$ cat src/rtl/msm_pkg.sv
package msm_pkg;

  // Corner points of the trapezoids on a 0..63 grid; code f picks set f mod 4.
  function automatic int trap_corner(int f, int idx);
    int t [4];
    case (f % 4)
      0: t = '{0, 0, 10, 26};
      1: t = '{10, 24, 30, 44};
      2: t = '{30, 40, 44, 56};
      default: t = '{40, 54, 63, 63};
    endcase
    return t[idx];
  endfunction

  // Scaled, rounded membership level of sample x for set f.
  function automatic int mu_level(int f, int x, int n, int s);
    int m, a, b, c, d;
    m = (1 << n) - 1;
    a = trap_corner(f, 0) * m / 63;
    b = trap_corner(f, 1) * m / 63;
    c = trap_corner(f, 2) * m / 63;
    d = trap_corner(f, 3) * m / 63;
    if (x >= b && x <= c) return s;
    if (x <= a || x >= d) return 0;
    if (x < b) return (2 * s * (x - a) + (b - a)) / (2 * (b - a));
    return (2 * s * (d - x) + (d - c)) / (2 * (d - c));
  endfunction

endpackage

$ cat src/rtl/msm_level_table.sv
module msm_level_table #(
  parameter int DATA_W  = 6,
  parameter int LEVEL_W = 3,
  parameter int NUM_FN  = 4,
  parameter int SEL_W   = 2
) (
  input  logic [SEL_W-1:0]                   sel,
  output logic [(1<<DATA_W)-1:0][LEVEL_W-1:0] lvl
);
  localparam int LEAVES = 1 << DATA_W;
  localparam int SCALE  = (1 << LEVEL_W) - 1;

  logic [NUM_FN-1:0][LEAVES-1:0][LEVEL_W-1:0] tbl;

  for (genvar f = 0; f < NUM_FN; f++) begin : g_fn
    for (genvar x = 0; x < LEAVES; x++) begin : g_leaf
      localparam int LV = msm_pkg::mu_level(f, x, DATA_W, SCALE);
      assign tbl[f][x] = LEVEL_W'(LV);
    end
  end

  always_comb begin
    lvl = tbl[0];
    for (int f = 0; f < NUM_FN; f++) begin
      if (SEL_W'(f) == sel) lvl = tbl[f];
    end
  end
endmodule

$ cat src/rtl/msm_span_agree.sv
module msm_span_agree #(
  parameter int DATA_W  = 6,
  parameter int LEVEL_W = 3
) (
  input  logic [DATA_W:0]                     node,
  input  logic [(1<<DATA_W)-1:0][LEVEL_W-1:0] lvl,
  output logic [LEVEL_W-1:0]                  fixed,
  output logic [LEVEL_W-1:0]                  value
);
  localparam int LEAVES = 1 << DATA_W;

  int depth, lo, hi;
  logic [LEVEL_W-1:0] all_one, any_one;

  always_comb begin
    depth = 0;
    for (int b = 0; b <= DATA_W; b++) begin
      if (node[b]) depth = b;
    end
    lo = (int'(node) - (1 << depth)) << (DATA_W - depth);
    hi = lo + (1 << (DATA_W - depth)) - 1;
    all_one = '1;
    any_one = '0;
    for (int i = 0; i < LEAVES; i++) begin
      if (i >= lo && i <= hi) begin
        all_one = all_one & lvl[i];
        any_one = any_one | lvl[i];
      end
    end
    fixed = all_one | ~any_one;
    value = all_one;
  end
endmodule

$ cat src/rtl/msm_tree_walk.sv
module msm_tree_walk #(
  parameter int DATA_W = 6,
  parameter int SEL_W  = 2
) (
  input  logic              clk,
  input  logic              rst_n,
  input  logic              start,
  input  logic [SEL_W-1:0]  fn_sel,
  input  logic              take,
  input  logic              in_bit,
  input  logic              settled,
  output logic [DATA_W:0]   node,
  output logic [SEL_W-1:0]  sel_q
);
  logic step;
  assign step = take && !settled && !node[DATA_W];

  always_ff @(posedge clk) begin
    if (!rst_n) begin
      node  <= (DATA_W+1)'(1);
      sel_q <= '0;
    end else if (start) begin
      node  <= (DATA_W+1)'(1);
      sel_q <= fn_sel;
    end else if (step) begin
      node  <= {node[DATA_W-1:0], in_bit};
    end
  end
endmodule

$ cat src/rtl/msm_emit.sv
module msm_emit #(
  parameter int LEVEL_W = 3
) (
  input  logic               clk,
  input  logic               rst_n,
  input  logic               start,
  input  logic [LEVEL_W-1:0] fixed,
  input  logic [LEVEL_W-1:0] value,
  input  logic               out_ready,
  output logic               out_valid,
  output logic               out_bit,
  output logic               done
);
  localparam int PW = $clog2(LEVEL_W + 1);
  logic [PW-1:0] ptr;

  always_comb begin
    out_valid = 1'b0;
    out_bit   = 1'b0;
    for (int j = 0; j < LEVEL_W; j++) begin
      if (PW'(j) == ptr) begin
        out_valid = fixed[LEVEL_W-1-j];
        out_bit   = value[LEVEL_W-1-j];
      end
    end
  end

  assign done = (ptr == PW'(LEVEL_W));

  always_ff @(posedge clk) begin
    if (!rst_n || start) ptr <= '0;
    else if (out_valid && out_ready) ptr <= ptr + 1'b1;
  end
endmodule

$ cat src/rtl/msm_serial_membership.sv
module msm_serial_membership #(
  parameter int DATA_W  = 6,
  parameter int LEVEL_W = 3,
  parameter int NUM_FN  = 4,
  parameter int SEL_W   = (NUM_FN > 1) ? $clog2(NUM_FN) : 1
) (
  input  logic             clk,
  input  logic             rst_n,
  input  logic             start,
  input  logic [SEL_W-1:0] fn_sel,
  input  logic             in_valid,
  output logic             in_ready,
  input  logic             in_bit,
  output logic             out_valid,
  input  logic             out_ready,
  output logic             out_bit,
  output logic             done
);
  logic [DATA_W:0]                     node;
  logic [SEL_W-1:0]                    sel_q;
  logic [(1<<DATA_W)-1:0][LEVEL_W-1:0] lvl;
  logic [LEVEL_W-1:0]                  fixed, value;

  assign in_ready = !start;

  msm_level_table #(.DATA_W(DATA_W), .LEVEL_W(LEVEL_W), .NUM_FN(NUM_FN), .SEL_W(SEL_W)) u_table (
    .sel(sel_q), .lvl(lvl)
  );

  msm_span_agree #(.DATA_W(DATA_W), .LEVEL_W(LEVEL_W)) u_agree (
    .node(node), .lvl(lvl), .fixed(fixed), .value(value)
  );

  msm_tree_walk #(.DATA_W(DATA_W), .SEL_W(SEL_W)) u_walk (
    .clk(clk), .rst_n(rst_n), .start(start), .fn_sel(fn_sel),
    .take(in_valid && in_ready), .in_bit(in_bit), .settled(&fixed),
    .node(node), .sel_q(sel_q)
  );

  msm_emit #(.LEVEL_W(LEVEL_W)) u_emit (
    .clk(clk), .rst_n(rst_n), .start(start), .fixed(fixed), .value(value),
    .out_ready(out_ready), .out_valid(out_valid), .out_bit(out_bit), .done(done)
  );
endmodule

$ cat config.mk
export PLATFORM = sky130hd
export DESIGN_NAME = msm_serial_membership
export DESIGN_NICKNAME = d
export VERILOG_FILES = /design/src/rtl/msm_pkg.sv /design/src/rtl/msm_level_table.sv /design/src/rtl/msm_span_agree.sv /design/src/rtl/msm_tree_walk.sv /design/src/rtl/msm_emit.sv /design/src/rtl/msm_serial_membership.sv
export SDC_FILE = /design/constraint.sdc
export NUM_CORES = 1
export LEC_CHECK = 0
export CORE_MARGIN = 2
export CORE_UTILIZATION = 45
export CTS_BUF_LIST = sky130_fd_sc_hd__clkbuf_4
export CTS_CLUSTER_SIZE = 30
export DETAILED_ROUTE_END_ITERATION = 7
export DONT_BUFFER_PORTS = 1
export GPL_TIMING_DRIVEN = 0
export PLACE_DENSITY = 0.7
export SLEW_MARGIN = 20
export SYNTH_ARGS = -nofsm -noshare
export SYNTH_HDL_FRONTEND = slang
export SYNTH_SLANG_ARGS = --single-unit
$ cat constraint.sdc
create_clock -name clk -period 11.05 [get_ports clk]
set_input_delay 3.315 -clock clk [delete_from_list [all_inputs] [get_ports clk]]
set_output_delay 3.315 -clock clk [all_outputs]
set_load 0.02 [all_outputs]
# Word-level counts from Yosys, hierarchy flattened
# Cells that the tools add are included.
# word_totals
output_inout_bits,4
inputBits,8
reg_bits,11
wordCells,493
# op_classes
shifts,3
n_eq_ne,6
bitwise,129
mux,143
reduce_logical,76
add_sub_neg,5
magnitude_cmp,128
# ops
operator,n
$ge 7x32->1 const A,32
$le 7x32->1 const A,32
$ge 6x32->1 const A,16
$le 6x32->1 const A,16
$mux 3,128
$ge 5x32->1 const A,8
$le 5x32->1 const A,8
$mux 192,1
$or 3x3->3,64
$and 3x3->3,63
$mux 166,1
$mux 32,5
$mux 130,1
$ge 4x32->1 const A,4
$le 4x32->1 const A,4
$logic_and 1x1->1,68
$ge 3x32->1 const A,2
$le 3x32->1 const A,2
$shl 1x32->32 const A,2
$add 32x32->32,1
$ge 1x32->1 const A,1
$ge 2x32->1 const A,1
$le 1x32->1 const A,1
$le 2x32->1 const A,1
16 further kinds,28

# Logic depth before layout (Yosys ltp)
# depth
depth_word,146
depth_mapped,46
ltp_nobuf,37

# Hierarchy
# Synthesis repeated with hierarchy kept, for this count alone.
# hier_totals
hier_cells,1723
area_unflattened_um2,11319.6
# by_module_without_submodules
mod,area_per_inst_um2,instances,seq_area_each_um2,cells_per_inst
msm_span_agree,9232.6,1,0.0,1466
msm_level_table,1468.9,1,0.0,195
msm_tree_walk,384.1,1,180.2,34
msm_emit,217.7,1,40.0,25
msm_serial_membership,16.3,1,0.0,3

# Least setup slack after synthesis
# OpenSTA, ideal clock, no wires.
# synth_timing
path_kind,register -> output
start,register u_walk.node[4]
end,output port out_valid
n_path_buf,9
setup_slack_ns,-1.095
t_required_ns,7.735
path_stages_with_launch,45
t_arrival_ns,8.830
path_cell_list,dfxtp_1 nor2b_1 a211oi_4 inv_2 buf_6 buf_6 buf_2 ha_1 clkbuf_1 nand2_1 ha_1 a21o_1 a21o_1 nor2_1 o21ai_0 ha_1 a21oi_1 a21oi_1 [... 9 more ...] nand4_1 or4_1 o21ai_1 or2_1 buf_2 a41oi_1 a211o_1 nor4_4 and2_1 buf_4 a31oi_1 o31a_1 nor4b_1 nor2_1 or4_1 o22ai_2 a221oi_2 nor2_1
# synth_between
elab_chain_len,142
word_cells_on_any_way,461
classes_between,4 x add/sub; 128 x order compare; 3 x shift; 134 x mux; 128 x bitwise; 64 x reduce/logical
# synth_lines
item,line_no,source
from (decl),msm_tree_walk.sv:12,"output logic [DATA_W:0] node,"
from (signal assigned),msm_tree_walk.sv:20,node <= (DATA_W+1)'(1);
from (signal assigned),msm_tree_walk.sv:23,node <= (DATA_W+1)'(1);
from (signal assigned),msm_tree_walk.sv:26,"node <= {node[DATA_W-1:0], in_bit};"
$mux 32 (3 in series),msm_span_agree.sv:18,if (node[b]) depth = b;
$shl 1x32->32,msm_span_agree.sv:20,lo = (int'(node) - (1 << depth)) << (DATA_W - depth);
$sub 8x32->32,msm_span_agree.sv:20,
$shl 32x32->32,msm_span_agree.sv:20,
$add 32x32->32,msm_span_agree.sv:21,hi = lo + (1 << (DATA_W - depth)) - 1;
$sub 32x2->32,msm_span_agree.sv:21,
$le 1x32->1,msm_span_agree.sv:25,if (i >= lo && i <= hi) begin
$logic_and 1x1->1,msm_span_agree.sv:25,
[... 123 more ...],-,
$or 3x3->3,msm_span_agree.sv:27,any_one = any_one | lvl[i];
$mux 3,msm_span_agree.sv:25,
$or 3x3->3,msm_span_agree.sv:27,
$mux 3,msm_span_agree.sv:25,
$not 3->3,msm_span_agree.sv:30,fixed = all_one | ~any_one;
$or 3x3->3 *,msm_span_agree.sv:30,
$mux 1 (2 in series),msm_emit.sv:21,if (PW'(j) == ptr) begin
$mux 1 *,msm_emit.sv:21,
to (decl),msm_serial_membership.sv:14,"output logic out_valid,"
# Mark *: on every way between the ends. The rest lies on a longest branch, timed or not.

# Worst setup path after layout
# layout_timing
start,register u_walk.node[2]
end,output port out_valid
# layout_between
elab_chain_len,144
word_cells_on_any_way,463
classes_between,4 x add/sub; 128 x order compare; 3 x shift; 136 x mux; 128 x bitwise; 64 x reduce/logical
# layout_lines
item,line_no
$mux 32 (5 in series),msm_span_agree.sv:18
$shl 1x32->32,msm_span_agree.sv:20
$sub 8x32->32,msm_span_agree.sv:20
$shl 32x32->32,msm_span_agree.sv:20
$add 32x32->32,msm_span_agree.sv:21
$sub 32x2->32,msm_span_agree.sv:21
$le 1x32->1,msm_span_agree.sv:25
$logic_and 1x1->1,msm_span_agree.sv:25
[... 123 more ...],-
$or 3x3->3,msm_span_agree.sv:27
$mux 3,msm_span_agree.sv:25
$or 3x3->3,msm_span_agree.sv:27
$mux 3,msm_span_agree.sv:25
$not 3->3,msm_span_agree.sv:30
$or 3x3->3 *,msm_span_agree.sv:30
$mux 1 (2 in series),msm_emit.sv:21
$mux 1 *,msm_emit.sv:21
# Marked as above.

==> impl_results.md <==
- Number of global-route vias before repair: 10.7k
- Status: finished with violations
- Clock Sinks: 11
- Drt first pass iters: 7
- Top-level port count: 12
- Slowest stage delay, CP: roughly 0.55 ns
- Flop pwr share: 0.022
- CP arrival: approximately 8.5 ns
- Drt wl/cell: between 20 and 25 um
- MaxCap Viol Count: 0
- Syn_area_per_cell: between 6 and 7 um^2
- Crit-path most repeated cell: buf_4
- IO Port Bufs: 0
- FF+latch count, synth: 11
- Final Non-Filler Cells: 1659
- GPL Wtd Cong: about 1.1
- DRT antenna net count: 0
- Initial Utilization: 0.463
- Final Hold Viols: 0
- DP Area: between 9000 and 10000 um^2
- Clock power share: 0.014
- Failing checks: setup timing
- Layout cells sized above 1: 0.314
- Skew-Pair Late Insertion Delay: roughly 0.27 ns
- Starting DRC count in detailed routing: ~1.4k
- Die area: roughly 20000 um^2
- CP Capture Type: output port
- Synth warn: 0
- Seq/Total Area, Yosys: 0.0263
- Yosys top cell by area: ha_1
- P_int: around 0.00083 W
- Core area: ~18000 um^2
- Startpoint Class: flop
- Final worst path period need: roughly 12 ns
- R2r worst-path depth: 45
- Nets: between 1.5k and 2k
- Required time worst endpoint: a little under 8 ns
- Die Wd: 140 um
- Post-Syn Area: roughly 8400 um^2
- Vias per cell: 6.91
- Clk slew on worst S/H paths: ~0.07 ns
- Main flop type after synthesis: dfxtp_1
- Clk_skew: 0.00272 ns
- Hold Slack: 0.452 ns
- CTS tree: built
- Leak: around 4.5 nW
- Area share of the largest cell type after synthesis: 0.123
- Synth area leaders: ha_1, a21oi_1, nand2_1
- Largest net degree at the start of global routing: 11
- Sw power: roughly 0.0011 W
- Slew @ Worst Pin: 1.30 ns
- RSZ-0062 raised after global routing: yes
- Fin area: 11500 um^2
- Clock buffer depth: 2
- Via Count: 11.5k
- H-Tree Depth: 1
- Power per cell area: roughly 170 nW/um^2
- Synth unique cells: 108
- Comb pwr share: 0.964
- Rows: between 40 and 50
- Sw Share: 0.571
- Placed instance count: between 1.5k and 2k
- Grt ovf: 0
- Setup_tns: -1.47 ns
- Min-Delay Path Class: reg2reg
- Achievable Freq: around 85 MHz
- Hold Path Stages: 2
- Crit-path max FO: 9
- Max-slew violations: 0
- Final wirelength: just under 40000 um
- DRC: 0
- Crit Path Class: reg2out
- N_diodes: 0
- Final Setup Violations: 2
- Final Cycle Share: 1.07
- Post-layout util: 0.637
- Gr usage total: 0.366
- Max-slew headroom: 0.125
- Area Growth Syn to Fin: 37.8%
- Syn Inst Count: around 1.3k
- Slowest CP cell: or4_4
- Number of flops mapped to enable cells by yosys: 0
- Clock Tree Root: clkbuf_4
- Initial antenna violation count: 0
- Final setup margin: -0.751 ns
- First-pass GRT wire length: 58500 um
- Ys async rst share: 0
- CTS buffer count: 3
- Peak VDD IR: 0.100 mV
- DPL Wire Length: ~28000 um
- Die Ht: approximately 140 um
cells by family (layout without fill, tap and decap cells):
logic type | after synthesis | after routing | share of synthesized area
AO/OA/AOI/OAI | 456 | 456 | 0.391
buffers and inverters | 180 | 313 | 0.0924
flip-flops | 11 | 11 | 0.0263
other | 1 | 23 | 0.000448
multiplexers | 23 | 23 | 0.0286
XOR/XNOR | 27 | 27 | 0.0292
adder cells (fa/ha/maj) | 84 | 84 | 0.127
AND/OR/NAND/NOR | 493 | 493 | 0.305
registers in the layout (all words and copies together) (netlist names):
register      flops
u_emit.ptr        2
u_walk.node       7
u_walk.sel_q      2
critical path, delay by kind of cell, from the launching register on:
family,cells,cell delay (ns)
and+or+nand+nor,9,2.65
buffers and inverters,17,2.27
AOI/OAI and AO/OA,8,1.72
adders and majority gates,2,0.72
DFF,1,0.34
muxes,2,0.33
xor gates and xnor gates,1,0.21
cells in the final DEF (no fill, tap or decap), types with 7 or more instances in the layout:
master    instances
mux2i_1          14
nand4_1          29
ha_1             57
nand2b_1         13
nand3_1          37
inv_2             7
xor2_1           13
nor3_1           35
inv_1            88
buf_2            14
o21ai_0          60
buf_4           139
nor3_2            8
nand2_1         119
nor2_1           94
nor2_4            7
clkbuf_1         21
nor4_1           12
o211ai_1         18
nand2_2           8
or3_1             7
o221ai_1          8
ha_4             22
a211oi_1         16
conb_1           23
a21o_1           19
and2_1           10
a31oi_1          19
a21oi_2          16
a211o_1           9
nor2b_1          12
o21ai_2          11
buf_6            14
xnor2_1          11
a21oi_1          82
o21ai_1          11
o21a_1           14
cell usage after synthesis, types with 20 or more instances:
cell / n
a211oi_1: 20
buf_2: 33
a21o_1: 20
a31oi_1: 28
nor2_1: 106
o21ai_0: 71
nor3_1: 45
nand2_1: 129
a21oi_1: 100
clkbuf_1: 30
nand3_1: 40
ha_1: 82
inv_1: 95
nand4_1: 29
path summary, 6_finish.rpt:
| path | startpoint | endpoint | slack, ns |
|---|---|---|---|
| worst min-delay path | u_walk.node[0] | u_walk.node[1] | 0.45 |
| worst max register to register | u_walk.node[3] | u_walk.node[0] | 2.30 |
| worst max-delay path | u_walk.node[2] | out_valid | -0.75 |
| worst min register to register | u_walk.node[0] | u_walk.node[1] | 0.45 |
per-stage QoR:
step                setup WS, ns  power, W
floorplan                0.00386   0.00106
global placement           -2.08   0.00139
detailed placement         -2.13   0.00138
CTS                       -0.561   0.00173
global route               -1.04   0.00202
finish                    -0.751   0.00192
routing by layer:
layer,wire (um),GRT usage,share of wire,vias up
met2,16500,0.575,0.43,744
met5,0,0,0,-
li1,-,-,-,5123
met3,3950,0.0916,0.10,178
met4,2020,0.148,0.052,0
met1,16000,0.480,0.42,5423
power groups by stage:
stage	registers (W)	logic [W]	clock network [W]
finish	0.0000420	0.00185	0.0000273
floorplan	0.0000431	0.00102	0
global route	0.0000423	0.00195	0.0000296
detailed placement	0.0000436	0.00134	0
global placement	0.0000435	0.00134	0
CTS	0.0000423	0.00166	0.0000286
final cells by class:
class | instances | area [um^2]
buffer | 71 | 520
clock buffer | 3 | 22.5
clock inverter | 1 | 5.00
fill | 1626 | 6560
inverter | 100 | 387
multi-input combinational | 1106 | 8950
sequential | 11 | 240
tap | 229 | 287
timing repair buffer | 138 | 1110
what timing repair did:
item,in CTS,in global routing
gates cloned,1,0
gates resized for setup,193,65
setup buffers,102,36
hold buffers,0,0
pin swaps,84,66
endpoints found under the setup margin,2,2
Note: power is estimated with default switching activity, not from simulation.
